===== src/rtl/lfsr_pkg.sv =====
package lfsr_pkg;

   typedef enum logic {
      FORM_FIB = 1'b0,
      FORM_GAL = 1'b1
   } lfsr_form_e;

   // value the selected form can never leave
   function automatic logic [63:0] lock_pattern(lfsr_form_e form, int width);
      logic [63:0] ones;
      ones = (64'd1 << width) - 64'd1;
      return (form == FORM_FIB) ? ones : 64'd0;
   endfunction

   // safe starting value for the selected form
   function automatic logic [63:0] seed_pattern(lfsr_form_e form);
      return (form == FORM_FIB) ? 64'd0 : 64'd1;
   endfunction

endpackage


===== src/rtl/lfsr_next.sv =====
module lfsr_next #(
   parameter int                  W    = 16,
   parameter lfsr_pkg::lfsr_form_e FORM = lfsr_pkg::FORM_FIB,
   parameter logic [63:0]         MASK = 64'hD008
) (
   input  logic [W-1:0] cur,
   output logic [W-1:0] nxt
);
   localparam logic [W-1:0] TAPS = MASK[W-1:0];

   generate
      if (FORM == lfsr_pkg::FORM_FIB) begin : g_fib
         logic fb;
         assign fb  = ~(^(cur & TAPS));
         assign nxt = {cur[W-2:0], fb};
      end else begin : g_gal
         logic top;
         assign top    = cur[W-1];
         assign nxt[0] = top;
         for (genvar i = 1; i < W; i++) begin : g_stage
            assign nxt[i] = cur[i-1] ^ (TAPS[i-1] & top);
         end
      end
   endgenerate
endmodule


===== src/rtl/lfsr_seed_guard.sv =====
module lfsr_seed_guard #(
   parameter int                  W    = 16,
   parameter lfsr_pkg::lfsr_form_e FORM = lfsr_pkg::FORM_FIB
) (
   input  logic [W-1:0] raw_val,
   output logic [W-1:0] safe_val
);
   localparam logic [W-1:0] LOCK = W'(lfsr_pkg::lock_pattern(FORM, W));
   localparam logic [W-1:0] SEED = W'(lfsr_pkg::seed_pattern(FORM));

   always_comb begin
      safe_val = raw_val;
      if (raw_val == LOCK) safe_val = SEED;
   end
endmodule


===== src/rtl/lfsr_lock_detect.sv =====
module lfsr_lock_detect #(
   parameter int                  W    = 16,
   parameter lfsr_pkg::lfsr_form_e FORM = lfsr_pkg::FORM_FIB
) (
   input  logic [W-1:0] cur,
   output logic         stuck
);
   localparam logic [W-1:0] LOCK = W'(lfsr_pkg::lock_pattern(FORM, W));

   assign stuck = (cur == LOCK);
endmodule


===== src/rtl/prng_shiftreg.sv =====
module prng_shiftreg #(
   parameter int                  WIDTH    = 16,
   parameter lfsr_pkg::lfsr_form_e FORM     = lfsr_pkg::FORM_FIB,
   parameter logic [63:0]         TAP_MASK = 64'hD008
) (
   input  logic             clk,
   input  logic             rst,
   input  logic             en,
   input  logic             load,
   input  logic [WIDTH-1:0] load_val,
   output logic [WIDTH-1:0] state,
   output logic             lockup
);
   localparam logic [WIDTH-1:0] SEED = WIDTH'(lfsr_pkg::seed_pattern(FORM));

   // elaboration-time parameter checks
   generate
      if (WIDTH < 2 || WIDTH > 64) begin : g_bad_width
         $error("prng_shiftreg: WIDTH must lie in 2..64");
      end else begin : g_width_ok
         if (TAP_MASK[WIDTH-1] != 1'b1) begin : g_no_top_tap
            $error("prng_shiftreg: top tap must be set");
         end
         if ((TAP_MASK >> WIDTH) != 64'd0) begin : g_stray_tap
            $error("prng_shiftreg: tap mask has bits above WIDTH");
         end
      end
   endgenerate

   logic [WIDTH-1:0] step_val;
   logic [WIDTH-1:0] seed_val;

   lfsr_next #(.W(WIDTH), .FORM(FORM), .MASK(TAP_MASK)) i_next (
      .cur (state),
      .nxt (step_val)
   );

   lfsr_seed_guard #(.W(WIDTH), .FORM(FORM)) i_guard (
      .raw_val  (load_val),
      .safe_val (seed_val)
   );

   lfsr_lock_detect #(.W(WIDTH), .FORM(FORM)) i_lock (
      .cur   (state),
      .stuck (lockup)
   );

   always_ff @(posedge clk) begin
      if (rst)       state <= SEED;
      else if (load) state <= seed_val;
      else if (en)   state <= step_val;
   end
endmodule


===== config.mk =====
export PLATFORM = sky130hd
export DESIGN_NAME = prng_shiftreg
export DESIGN_NICKNAME = d
export VERILOG_FILES = /design/src/rtl/lfsr_pkg.sv /design/src/rtl/lfsr_next.sv /design/src/rtl/lfsr_seed_guard.sv /design/src/rtl/lfsr_lock_detect.sv /design/src/rtl/prng_shiftreg.sv
export SDC_FILE = /design/constraint.sdc
export NUM_CORES = 1
export LEC_CHECK = 0
export BUFFER_PORTS_ARGS = -buffer_cell sky130_fd_sc_hd__buf_2
export CORE_UTILIZATION = 44
export CTS_BUF_LIST = sky130_fd_sc_hd__clkbuf_16
export DETAILED_ROUTE_END_ITERATION = 16
export PLACE_DENSITY = 0.74
export SLEW_MARGIN = 20
export SYNTH_ARGS = -nofsm -noshare
export SYNTH_HDL_FRONTEND = slang
export SYNTH_SLANG_ARGS = --single-unit

===== constraint.sdc =====
create_clock -name clk -period 2.1 [get_ports clk]
set_clock_uncertainty 0.2 [all_clocks]
set_input_delay 0.42 -clock clk [delete_from_list [all_inputs] [get_ports clk]]
set_output_delay 0.42 -clock clk [all_outputs]
set_load 0.005 [all_outputs]

Word-level counts from Yosys, hierarchy flattened:

Index checks and enable logic that the tools add are counted.

* bitwise logic cells: 1
* muxes and demuxes: 3
* equality and inequality tests: 2
* reductions and logical operators: 2

Operator list (count)
* 16-bit two-way mux: 3
* 16-bit == test, second input constant: 2
* 16-bit XOR reduction: 1
* 2-bit nonzero test: 1
* 1-bit NOT: 1

* output and inout bits: 17
* bits in registers: 16
* input bits: 20
* word-level logic and storage cells: 9

Longest topological paths before layout:

* word-level depth: 4
* gate-level depth with buffers: 4
* depth with buffers taken out: 4

By module:

Synthesis repeated with hierarchy kept, for this count alone.

* cells, all modules: 139
* area, all modules: 1392.6 um^2

Modules (own cells, without submodules)
* prng_shiftreg: cells an instance 71, times used 1, area an instance 805.8 um^2
* lfsr_seed_guard: cells an instance 44, times used 1, area an instance 402.9 um^2
* lfsr_next: cells an instance 19, times used 1, area an instance 146.4 um^2
* lfsr_lock_detect: cells an instance 5, times used 1, area an instance 37.5 um^2

Least setup slack after synthesis:

OpenSTA, ideal clock, no wires.

* path type: input to register
* from: input port load_val[0]
* to: register state[0]
* setup slack: 0.464 ns
* arrival: 1.302 ns
* path buffers: 1
* cell stages on the path: 4
* cell sequence: nand4_1 > o41ai_4 > buf_6 > o22ai_1

* word-level cells in the longest chain between the ends: 3

Ends and longest elaborated chain
* start, declared: RTL line prng_shiftreg.sv:10 `input logic [WIDTH-1:0] load_val,`
* 16-bit == test: RTL line lfsr_seed_guard.sv:13 `if (raw_val == LOCK) safe_val = SEED;`
* 16-bit two-way mux *: RTL line lfsr_seed_guard.sv:13
* 16-bit two-way mux *: RTL line prng_shiftreg.sv:50 `else if (load) state <= seed_val;`
* end signal, assigned: RTL line prng_shiftreg.sv:50
* end signal, assigned: RTL line prng_shiftreg.sv:51 `else if (en) state <= step_val;`
* end, declared: RTL line prng_shiftreg.sv:11 `output logic [WIDTH-1:0] state,`

Every way passes the cells marked *; elsewhere a longest branch is shown, timed or not.
A chain may end at the register's enable or synchronous reset.

Worst setup path after layout:

* from: register state[14]
* to: output port lockup

* word-level cells in the longest chain between the ends: 1

Ends and longest elaborated chain
* 16-bit == test: RTL line lfsr_lock_detect.sv:10 `assign stuck = (cur == LOCK);`
* end, declared: RTL line prng_shiftreg.sv:12 `output logic lockup`

Every way passes these cells.

==> metrics <==
GPL Wtd Cong=0.787; Mapped Area=approximately 800 µm²; Pins Over Slew Limit=0; worst vdd ir=between 0.4 and 0.5 mV; via count=between 700 and 800; slew of the pin with the lowest slew margin=about 470 ps; Layout area overhead=33.6%; Top Family by Delay on Critical Path=simple AND/OR/NAND/NOR gates; clock tree buffer depth=2; Via density=~5.3; vias in the first global route=~730; Worst Hold Class=input pin to flip-flop; Antenna Cells=0; Starting Density=a little under half; Synth Net Count=between 100 and 150; Clock Latency Late Sink=about 240 ps; Worst Path Required=1480 ps; async set-reset flop share out of synthesis=0%; Pleak=0.566 nW; Mean Syn Cell Area=about 9.6 µm²; Most used DFF post-synth=dfxtp_1; drt pass-1 iters=4; DP Area=~990 µm²; crit share post-route=~93%; Critical Path End Type=output port; largest reg by FF count=state; WP buf/inv=1; # Max-Cap Violations=0; critical path peak fanout=4; Reg clk slew, reported paths=~50 ps; Synth cell types=15; Hold Fails Final Rpt=0; cell breakdown of the critical path=ha_1, nand4_1, nor4_1, buf_2; gr usage total=between 20% and 30%; Routed WL=around 1.9 mm; initial antenna violation count=0; EDFF count, synth=0; dominant cell type by area after synthesis=dfxtp_1; RSZ-0062 raised after global routing=no; post-synthesis sequential area ratio=between 40% and 50%; Nets=~140; Max Clock Freq=0.510 GHz; largest stage delay on the critical path=370 ps; slowest CP cell=dfxtp_1; top flop regs=state (16); port bufs=36; largest net degree at the start of global routing=17; detailed router's first-iteration violation count=22; # clock sinks=16; WP data arrival=between 1000 and 1500 ps; Final setup viols=0; crit path time final=just under 2000 ps; Final Total Pwr=slightly above 0.8 mW; Die Height=roughly 45 µm; layout cells sized above 1=between 30% and 40%; die footprint=approximately 2000 µm²; cts repair resizes=0; DRC=0; post-route ant nets=0; #FFs+latches synth=16; status=finished, final reports clean; post-CTS setup buffers=0; CTS root buffer=clkbuf_16; Synth area leaders=dfxtp_1 40%, mux2i_1 20%, o22ai_1 13%; CP Class=flip-flop to output port; die width=44.6 µm; Cells after Synth=slightly above 80; detailed placer's ending HPWL=~1.4 mm; top cells by instance count after synthesis=16 x dfxtp_1, 16 x inv_1, 16 x mux2i_1, 16 x o22ai_1, 7 x nand4_1; CTS Buf Count=3; H-tree levels=1; synthesis warning total=0; PwrDens=~800 nW/µm²; CP startpoint kind=flip-flop; Largest register FFs=16; CTS tree=built; Avg WL per Cell=approximately 13 µm; hold_buf cts=0; CORE AREA=1710 µm²; Fin Setup TNS=0 ps; Rel. slew slack=~69%; grt total ovfl=0; cell area after layout=between 1000 and 1500 µm²; first-pass GRT wire length=3.06 mm; I/O pin cnt=37; post-synth top area share=between 40 and 50%; # rows=15
[metrics by stage]
stage	hold WS, ps	worst slack [ps]	cells	utilization, %
floorplan	353	464	83	-
global placement	372	283	140	57.9
global route	254	95.8	144	62.6
detailed placement	386	259	140	57.9
finish	237	141	144	62.6
CTS	233	123	144	62.6
[layout make-up]
cell class              count  area (µm²)
clock inverters             1        3.75
clock buffers               3        75.1
flip-flops and latches     16         320
fillers                   152         639
multi-input cells          46         390
well taps                  25        31.3
inverters                  16        60.1
repair buffers             37         188
[layout by cell type, fill, tap and decap left out]
cell	synthesis	layout
buf_4	0	1
nand4_1	7	7
ha_1	1	1
buf_2	2	36
nor2b_1	1	1
or2_2	1	1
dfxtp_1	16	16
nand3_1	1	1
o41ai_4	1	1
clkinv_1	0	1
inv_1	16	16
mux2i_1	16	16
xnor3_1	1	1
clkbuf_16	0	3
nor4_1	1	1
o22ai_1	16	16
[worst min-delay path, cell delays in order]
cell and delay (ps):
buf_2 110, inv_1 40, o22ai_1 50
[routing by layer]
metal | routed length (µm) | part of all wire, % | track usage (%) | vias to the layer above
met1 | 862 | 45 | 26.5 | 348
met3 | 153 | 8.0 | 3.67 | 2
li1 | - | - | - | 373
met2 | 888 | 46 | 36.5 | 37
met4 | 10 | 0.52 | 9.09 | 0
met5 | 0 | 0 | 0 | -
[kinds of logic after synthesis]
kind of cell             synth area share, %
AO/OA/AOI/OAI                           16.0
XOR/XNOR                                2.82
adder cells (fa/ha/maj)                 1.56
buffers and inverters                   11.1
flip-flops                              40.1
multiplexers                            20.0
AND/OR/NAND/NOR                         8.45
[where the power goes]
part	switching [mW]	leakage, nW	total, mW	internal [mW]
logic	0.0559	0.395	0.120	0.0637
clock network	0.113	0.0385	0.365	0.252
registers	0.0213	0.132	0.346	0.325
total	0.190	0.566	0.831	0.641
[path summary, 6_finish.rpt]
| check | from | endpoint | slack, ps | cells after the start |
|---|---|---|---|---|
| worst min register to register | state[9]$_SDFFE_PP0P_ | state[9]$_SDFFE_PP0P_ | 390 | 2 |
| worst min-delay path | load_val[7] | state[7]$_SDFFE_PP0P_ | 240 | 3 |
| worst max register to register | state[14]$_SDFFE_PP0P_ | state[0]$_SDFFE_PP0P_ | 680 | 4 |
| worst max-delay path | state[14]$_SDFFE_PP0P_ | lockup | 140 | 4 |
(Power assumes the default switching activity.)
